**src/rtl/hazard_ctrl.sv**
```systemverilog
module hazard_ctrl #(
  parameter int RW = 5,
  parameter int OPW = 6,
  parameter logic [OPW-1:0] OP_J    = 6'd2,
  parameter logic [OPW-1:0] OP_JAL  = 6'd3,
  parameter logic [OPW-1:0] OP_BEQZ = 6'd4,
  parameter logic [OPW-1:0] OP_BNEZ = 6'd5,
  parameter logic [OPW-1:0] OP_JR   = 6'd8,
  parameter logic [OPW-1:0] OP_JALR = 6'd9
) (
  input  logic [RW-1:0]  dec_src_a,
  input  logic [RW-1:0]  dec_src_b,
  input  logic           dec_rd_a,
  input  logic           dec_rd_b,
  input  logic [RW-1:0]  ex_dst,
  input  logic           ex_wen,
  input  logic [RW-1:0]  mem_dst,
  input  logic           mem_wen,
  input  logic [RW-1:0]  wb_dst,
  input  logic           wb_wen,
  input  logic [OPW-1:0] dec_op,
  input  logic [OPW-1:0] ex_op,
  input  logic           ex_zero,
  output logic           stall,
  output logic [1:0]     pc_sel,
  output logic [1:0]     dec_sel,
  output logic           ex_nop
);
  localparam logic [1:0] PC_SEQ = 2'd0, PC_ABS = 2'd1, PC_IND = 2'd2, PC_BR = 2'd3;
  localparam logic [1:0] DS_FETCH = 2'd0, DS_NOP = 2'd1, DS_HOLD = 2'd2;

  // a destination only counts when it writes and is not register 0
  function automatic logic busy(input logic [RW-1:0] src, input logic [RW-1:0] dst,
                                input logic wen);
    return wen && (dst != '0) && (dst == src);
  endfunction

  logic hz_a, hz_b, br_taken, jmp_abs, jmp_ind;

  assign hz_a = dec_rd_a && (busy(dec_src_a, ex_dst, ex_wen) ||
                             busy(dec_src_a, mem_dst, mem_wen) ||
                             busy(dec_src_a, wb_dst, wb_wen));
  assign hz_b = dec_rd_b && (busy(dec_src_b, ex_dst, ex_wen) ||
                             busy(dec_src_b, mem_dst, mem_wen) ||
                             busy(dec_src_b, wb_dst, wb_wen));

  assign br_taken = ((ex_op == OP_BEQZ) && ex_zero) || ((ex_op == OP_BNEZ) && !ex_zero);
  assign stall    = (hz_a || hz_b) && !br_taken;

  assign jmp_abs = (dec_op == OP_J)  || (dec_op == OP_JAL);
  assign jmp_ind = (dec_op == OP_JR) || (dec_op == OP_JALR);

  always_comb begin
    if (br_taken)                pc_sel = PC_BR;
    else if (stall)              pc_sel = PC_SEQ;
    else if (jmp_abs)            pc_sel = PC_ABS;
    else if (jmp_ind)            pc_sel = PC_IND;
    else                         pc_sel = PC_SEQ;
  end

  always_comb begin
    if (br_taken)                dec_sel = DS_NOP;
    else if (stall)              dec_sel = DS_HOLD;
    else if (jmp_abs || jmp_ind) dec_sel = DS_NOP;
    else                         dec_sel = DS_FETCH;
  end

  assign ex_nop = br_taken || stall;
endmodule

```
**config.mk**
```make
export PLATFORM = sky130hd
export DESIGN_NAME = hazard_ctrl
export DESIGN_NICKNAME = d
export VERILOG_FILES = /design/src/rtl/hazard_ctrl.sv
export SDC_FILE = /design/constraint.sdc
export NUM_CORES = 1
export LEC_CHECK = 0
export ABC_AREA = 1
export BUFFER_PORTS_ARGS = -buffer_cell sky130_fd_sc_hd__buf_4
export CAP_MARGIN = 10
export CORE_UTILIZATION = 45
export DETAILED_ROUTE_END_ITERATION = 12
export GPL_TIMING_DRIVEN = 0
export PLACE_DENSITY_LB_ADDON = 0.08
export SLEW_MARGIN = 20
export SYNTH_ARGS = -nofsm -noshare
export SYNTH_HDL_FRONTEND = slang
export SYNTH_SLANG_ARGS = --single-unit
```
**constraint.sdc**
```tcl
create_clock -name vclk -period 2.7
set_input_delay 0.54 -clock vclk [all_inputs]
set_output_delay 0.54 -clock vclk [all_outputs]
set_load 0.005 [all_outputs]
```
==> results of run 1 <==
[power groups by stage]
| stage | Sequential [mW] | Clock, mW | Combinational (mW) |
|---|---|---|---|
| 2_1_floorplan | 0 | 0 | 0.0601 |
| 3_3_place_gp | 0 | 0 | 0.134 |
| 3_5_place_dp | 0 | 0 | 0.138 |
| 4_1_cts | 0 | 0 | 0.139 |
| 5_1_grt | 0 | 0 | 0.155 |
| 6_report | 0 | 0 | 0.139 |
[routing by layer]
metal | share of wire | GRT usage
met1 | 0.46 | 0.284
met2 | 0.51 | 0.425
met3 | 0.031 | 0
met4 | 0 | 0
met5 | 0 | 0
[synthesized netlist by cell type, types with 3 or more instances]
library cell  number  area (um^2)
a21oi_1            3         15.0
nand3_1           13         65.1
xor2_1            15          131
xnor2_1            8         70.1
nor2_1            19         71.3
nand2_1           36          135
inv_1             18         67.6
[area by class of cell]
type | count | area (um^2)
multi-input cells | 103 | 559
repair buffers | 48 | 360
fillers | 112 | 295
inverters | 18 | 67.6
well taps | 15 | 18.8
[path summary, 6_finish.rpt]
| check | start | endpoint | slack (ps) | depth (start not counted) |
|---|---|---|---|---|
| worst min-delay path | dec_rd_b | ex_nop | 1410 | 4 |
| worst max-delay path | ex_dst[0] | dec_sel[0] | 640 | 11 |
[kinds of logic after synthesis]
logic type             count (synthesis)  share of synthesized area
AND/OR/NAND/NOR                       77                      0.547
buffers and inverters                 18                      0.108
AO/OA/AOI/OAI                          3                     0.0239
XOR/XNOR                              23                      0.321
[critical path, cell delays in order]
cell and delay [ps]:
buf_4 120, nor2_1 130, nand3_1 80, nand2_1 60, inv_1 40, nand3_1 80, nand3_1 100, nand2_2 120
nand3_1 90, nand2_1 60, buf_4 100
[stage by stage]
stage	worst slack [ps]	util	area (um^2)
3_5_place_dp	637	0.773	1010
6_report	636	0.773	1010
2_1_floorplan	961	-	627
4_1_cts	635	0.773	1010
3_3_place_gp	661	0.773	1010
5_1_grt	482	0.773	1010
==> summary.log, run 1 <==
qor: pwr.total_switching_power 0.0619 mW
qor: finish.area_delta_synth_final 60.5%
qor: finish.seq_area 0 um^2
qor: sta.fin_tns_setup 0 ps
qor: route.drt_iter0_drc 12
qor: die.io_pins 49
qor: pwr.portion_of_total_power_attributed_to_the_clock_network 0
qor: die.starting_utilization_of_the_core_area 0.482
qor: die.floorplan.die.width 39.3 um
qor: yosys.synth_area 627 um^2
qor: sta.layout_worst_path_cycle_share 0.765
qor: critical_path.crit_arrival 1520 ps
qor: pwr.seq_power_share 0
qor: sta.worstMarginPinSlew 353 ps
qor: sta.final-hold-violation-count 0
qor: clocking.cts.hold.buffers_added 0
qor: critical_path.worst-endpoint-required 2160 ps
qor: global_route.grtUsageTotal 0.219
qor: sta.fin_crit 2060 ps
qor: pwr.power.combinational.fraction 1.000
qor: pwr.leakage 0.610 nW
qor: clocking.post-cts-setup-buffer-count 0
qor: pwr.power_per_cell_area 138 nW/um^2
qor: critical_path.maximum_net_fanout_on_the_critical_path 6
qor: global_route.grt_antenna_before_repair 0
qor: sta.hold_ws 1410 ps
qor: placement.gp_congestion 0.743
qor: route.firstDrtPassIters 4
qor: clocking.cts_resized 0
qor: pwr.switching_share 0.446
qor: yosys.synth_seq_area_share 0
qor: job.maxCapViolCount 0
qor: critical_path.startpoint_type input pin
qor: finish.antenna-diode-count 0
qor: route.routed-via-count 837
qor: yosys.synth_nets 164
qor: global_route.grt_max_degree 7
qor: pwr.ir_drop 0.0000837 V
qor: route.remaining_drc_errors 0
qor: route.routed_wire_length_per_instance 9.11 um
qor: sta.unrepaired_setup_endpoints_after_global_routing no
qor: finish.fin_nets 214
qor: die.placementRows 13
qor: finish.clock_buffer_count 0
qor: route.drt.antenna.violating_nets 0
qor: route.total_length_of_routed_wires 1680 um
qor: yosys.post_synth.cell_area_avg 5.18 um^2
qor: sta.setup_viol 0
qor: global_route.wire_length_of_the_first_global_routing_pass 2450 um
qor: global_route.first_global_vias 653
qor: pwr.overall_power_of_the_completed_layout 0.139 mW
qor: finish.instances_no_fill 184
qor: die.dieArea 1550 um^2
qor: critical_path.endpoint_kind primary output
qor: sta.slew_headroom 0.763
qor: yosys.yosys.cell_types.count 16
qor: sta.report.final.slew_viol_count 0
qor: yosys.synthesis.instances 121
qor: placement.port_buffers 48
qor: global_route.gr-total-overflow 0
qor: die.die_height 39.3 um
qor: finish.nFlopsAndLatches 0
qor: min_path.min_path_type input pin to primary output
qor: finish.commonest_cells_after_routing_fill_and_taps_aside buf_4, nand2_1, nor2_1, inv_1, xor2_1
qor: sta.maximum_clock_rate 484 MHz
qor: finish.drive_above_1_share 0.314
qor: critical_path.path_class input pin to primary output
qor: placement.dp.cells 184
qor: finish.final_common_cell buf_4
qor: die.fp.coreArea 1300 um^2
qor: pwr.power.internal 0.0768 mW
qor: placement.hpwlAfterDp 1510 um
qor: yosys.ys.warnings.count 0
qor: route.avgViaCountPerCell 4.55
qor: outcome.run_status complete, no violations
Power figures use the tool's default switching activity.
==> inputs of run 2 (changes only) <==
- CORE_UTILIZATION: 45 -> 42
- clock period: 2.7 -> 1.9 ns (I/O delays scaled with it)
==> summary.log, run 2 (same netlist as run 1, synthesis figures left out) <==
qor: outcome.run_status complete, no violations
qor: finish.finish.utilization 0.762
qor: route.routed_wire_length_per_instance 9.51 um
qor: sta.layout_setup_ws 150 ps
qor: finish.drive_above_1_share 0.349
qor: sta.maximum_clock_rate 572 MHz
qor: placement.place_ws 130 ps
qor: die.dieArea 1650 um^2
qor: pwr.ir_drop 0.000119 V
qor: sta.fin_tns_setup 0 ps
qor: route.drt.antenna.violating_nets 0
qor: min_path.min_path_type input pin to primary output
qor: finish.clock_buffer_count 0
qor: route.routed-via-count 863
qor: critical_path.worstSetupStartpoint ex_dst[0]
qor: global_route.grtUsageTotal 0.209
qor: sta.fin_crit 1750 ps
qor: sta.final-hold-violation-count 0
qor: route.firstDrtPassIters 4
qor: route.remaining_drc_errors 0
qor: critical_path.worstSetupEndpoint pc_sel[1]
qor: route.drt_iter0_drc 12
qor: critical_path.path_class input pin to primary output
qor: placement.hpwlAfterDp 1570 um
qor: sta.unrepaired_setup_endpoints_after_global_routing no
qor: finish.filler_cell_count 128
qor: die.starting_utilization_of_the_core_area 0.464
qor: finish.seq_area 0 um^2
qor: die.floorplan.die.width 40.6 um
qor: pwr.leakage 0.624 nW
qor: global_route.wire_length_of_the_first_global_routing_pass 2420 um
qor: sta.slew_headroom 0.732
qor: job.maxCapViolCount 0
qor: global_route.grt_antenna_before_repair 0
qor: pwr.power_per_cell_area 197 nW/um^2
qor: critical_path.startpoint_type input pin
qor: finish.antenna-diode-count 0
qor: global_route.first_global_vias 662
qor: finish.nFlopsAndLatches 0
qor: finish.area_delta_synth_final 64.1%
qor: critical_path.crit_arrival 1370 ps
qor: sta.worstMarginPinSlew 399 ps
qor: critical_path.maximum_net_fanout_on_the_critical_path 6
qor: placement.gp_congestion 0.703
qor: die.io_pins 49
qor: finish.final_common_cell buf_4
qor: sta.setup_viol 0
qor: finish.commonest_cells_after_routing_fill_and_taps_aside buf_4, nand2_1, nor2_1, inv_1, xor2_1
qor: die.placementRows 13
qor: sta.report.final.slew_viol_count 0
qor: global_route.gr-total-overflow 0
qor: route.total_length_of_routed_wires 1750 um
qor: global_route.grt_max_degree 7
qor: sta.layout_worst_path_cycle_share 0.921
qor: die.fp.coreArea 1350 um^2
qor: die.die_height 40.6 um
qor: placement.port_buffers 48
qor: finish.fin_nets 214
qor: route.avgViaCountPerCell 4.69
qor: critical_path.worst-endpoint-required 1520 ps
qor: critical_path.endpoint_kind primary output
-- run 2: cell count changes in the layout (fill, tap and decap cells not counted), moves of 2 or more --
cell     previous run  this run
nor2_2              0         2
a21oi_2             0         2
nor2_1             19        17
a21oi_1             3         1
-- run 2: worst min path at each step --
stage | startpoint | to | slack (ps) | cells past startpoint
floorplan | dec_rd_b | ex_nop | 890 | 2
detailed placement | dec_rd_b | ex_nop | 1100 | 4
CTS | dec_rd_b | ex_nop | 1100 | 4
global route | dec_rd_a | ex_nop | 1110 | 4
global placement | dec_rd_b | ex_nop | 1090 | 4
finish | dec_rd_a | ex_nop | 1090 | 4
-- run 2: power breakdown --
part / internal, mW / total [mW] / switching [mW]
Sequential: 0 / 0 / 0
Clock: 0 / 0 / 0
Combinational: 0.111 / 0.202 / 0.0914
Total: 0.111 / 0.202 / 0.0914
-- run 2: worst max-delay path: stages --
cell	delay (ps)
buf_4	130
nor2_2	110
nand3_1	80
nand2_1	70
inv_1	50
nand3_1	90
nand3_2	100
nand2_4	110
nand3_1	80
nand2_1	70
buf_4	100
-- run 2: area by class of cell --
class	instances	area (um^2)	share of cell area
multi-input cells	103	582	0.566
repair buffers	48	360	0.350
inverters	18	67.6	0.0657
well taps	15	18.8	0.0182
-- run 2: routing by layer --
layer / track usage / wire (um) / up-vias
met1: 0.240 / 758 / 372
met2: 0.440 / 924 / 26
met4: 0 / 0 / 0
met5: 0 / 0 / -
met3: 0 / 66 / 0
li1: - / - / 465
-- run 2: stage by stage --
stage / cells / total power [mW] / hold slack [ps] / cell area [um^2]
2_1_floorplan: 121 / 0.0854 / 891 / 627
3_3_place_gp: 184 / 0.192 / 1090 / 1010
3_5_place_dp: 184 / 0.198 / 1100 / 1010
4_1_cts: 184 / 0.199 / 1100 / 1010
5_1_grt: 184 / 0.225 / 1110 / 1030
6_report: 184 / 0.202 / 1090 / 1030
-- run 2: repair_timing --
| action | 4_1_cts | 5_1_grt |
|---|---|---|
| hold buffers | 0 | 0 |
| setup buffers | 0 | 0 |
| setup endpoints to repair | 0 | 5 |
| resized for setup | 0 | 7 |
==> inputs of run 3 (changes only) <==
- CORE_UTILIZATION: 42 -> 30
==> summary.log, run 3 (same netlist as run 1, synthesis figures left out) <==
qor: sta.maximum_clock_rate 564 MHz
qor: route.remaining_drc_errors 0
qor: critical_path.startpoint_type input pin
qor: clocking.cts_resized 0
qor: finish.area_delta_synth_final 64.1%
qor: min_path.min_path_type input pin to primary output
qor: finish.drive_above_1_share 0.331
qor: placement.place_ws 135 ps
qor: finish.final_common_cell buf_4
qor: sta.unrepaired_setup_endpoints_after_global_routing no
qor: route.routed_wire_length_per_instance 9.17 um
qor: sta.layout_setup_ws 126 ps
qor: die.starting_utilization_of_the_core_area 0.320
qor: global_route.first_global_vias 632
qor: sta.fin_tns_setup 0 ps
qor: global_route.wire_length_of_the_first_global_routing_pass 2560 um
qor: critical_path.maximum_net_fanout_on_the_critical_path 6
qor: die.dieArea 2280 um^2
qor: sta.final-hold-violation-count 0
qor: route.drt.antenna.violating_nets 0
qor: finish.instances_no_fill 196
qor: placement.port_buffers 48
qor: sta.hold_ws 1090 ps
qor: finish.filler_cell_count 229
qor: finish.fin_nets 214
qor: pwr.ir_drop 0.0000856 V
qor: pwr.leakage 0.609 nW
qor: route.avgViaCountPerCell 4.28
qor: sta.fin_crit 1770 ps
qor: route.firstDrtPassIters 4
qor: route.total_length_of_routed_wires 1800 um
qor: placement.hpwlAfterDp 1570 um
qor: job.maxCapViolCount 0
qor: route.drt_iter0_drc 15
qor: critical_path.path_class input pin to primary output
qor: clocking.post-cts-setup-buffer-count 0
qor: finish.nFlopsAndLatches 0
qor: pwr.power_per_cell_area 194 nW/um^2
qor: die.die_height 47.7 um
qor: critical_path.endpoint_kind primary output
qor: sta.worstMarginPinSlew 412 ps
qor: die.placementRows 16
qor: critical_path.worstSetupStartpoint mem_dst[0]
qor: sta.setup_viol 0
qor: min_path.min_from ex_op[4]
qor: global_route.grt_max_degree 7
qor: finish.seq_area 0 um^2
qor: clocking.cts.hold.buffers_added 0
qor: sta.report.final.slew_viol_count 0
qor: finish.clock_buffer_count 0
qor: global_route.gr-total-overflow 0
qor: sta.layout_worst_path_cycle_share 0.934
qor: finish.commonest_cells_after_routing_fill_and_taps_aside buf_4, nand2_1, nor2_1, inv_1, xor2_1
qor: min_path.worstHoldPathCells 4
qor: critical_path.worst-endpoint-required 1520 ps
qor: critical_path.crit_arrival 1390 ps
qor: finish.antenna-diode-count 0
qor: global_route.grtUsageTotal 0.149
qor: die.io_pins 49
qor: sta.slew_headroom 0.723
qor: global_route.grt_antenna_before_repair 0
qor: pwr.overall_power_of_the_completed_layout 0.199 mW
qor: die.floorplan.die.width 47.7 um
qor: die.fp.coreArea 1960 um^2
qor: outcome.run_status complete, no violations
qor: route.routed-via-count 839
qor: placement.dp.cells 196
qor: placement.gp_congestion 0.784
run 3: changes by cell type in the layout (fill, tap and decap cells not counted):
cell     previous run  this run
nand2_2             0         1
nor2_1             17        19
nand3_1            12        13
nand3_2             2         1
nor2_2              2         0
nand2_4             2         1
run 3: final cells by class:
type | instances | area [um^2] | share of cell area
inverters | 18 | 67.6 | 0.0657
well taps | 27 | 33.8 | 0.0328
multi-input cells | 103 | 567 | 0.551
repair buffers | 48 | 360 | 0.350
run 3: final timing paths:
| path | slack, ps | end |
|---|---|---|
| setup / recovery | 130 | pc_sel[0] |
| hold / removal | 1090 | stall |
run 3: where the power goes:
| group | internal, mW | leakage (nW) | switching, mW | total, mW |
|---|---|---|---|---|
| clock network | 0 | 0 | 0 | 0 |
| registers | 0 | 0 | 0 | 0 |
| logic | 0.110 | 0.609 | 0.0893 | 0.199 |
| total | 0.110 | 0.609 | 0.0893 | 0.199 |
run 3: metrics by stage:
stage / instance area [um^2] / utilization
after floorplan: 627 / -
after CTS: 1020 / 0.520
after global routing: 1030 / 0.524
after detailed placement: 1020 / 0.520
after global placement: 1020 / 0.520
final: 1030 / 0.524
run 3: critical path, cell delays in order:
cell and delay (ps):
buf_4 130, nor2_1 140, nand3b_1 90, nand2_1 80, inv_1 40, nand3_1 70
nand3_1 90, nand2_2 130, nand3_1 90, nand2_1 60, buf_4 100
run 3: layer usage:
metal | global-route usage | share of wire
met4 | 0 | 0
met5 | 0 | 0
met1 | 0.229 | 0.49
met2 | 0.246 | 0.46
met3 | 0.00377 | 0.046
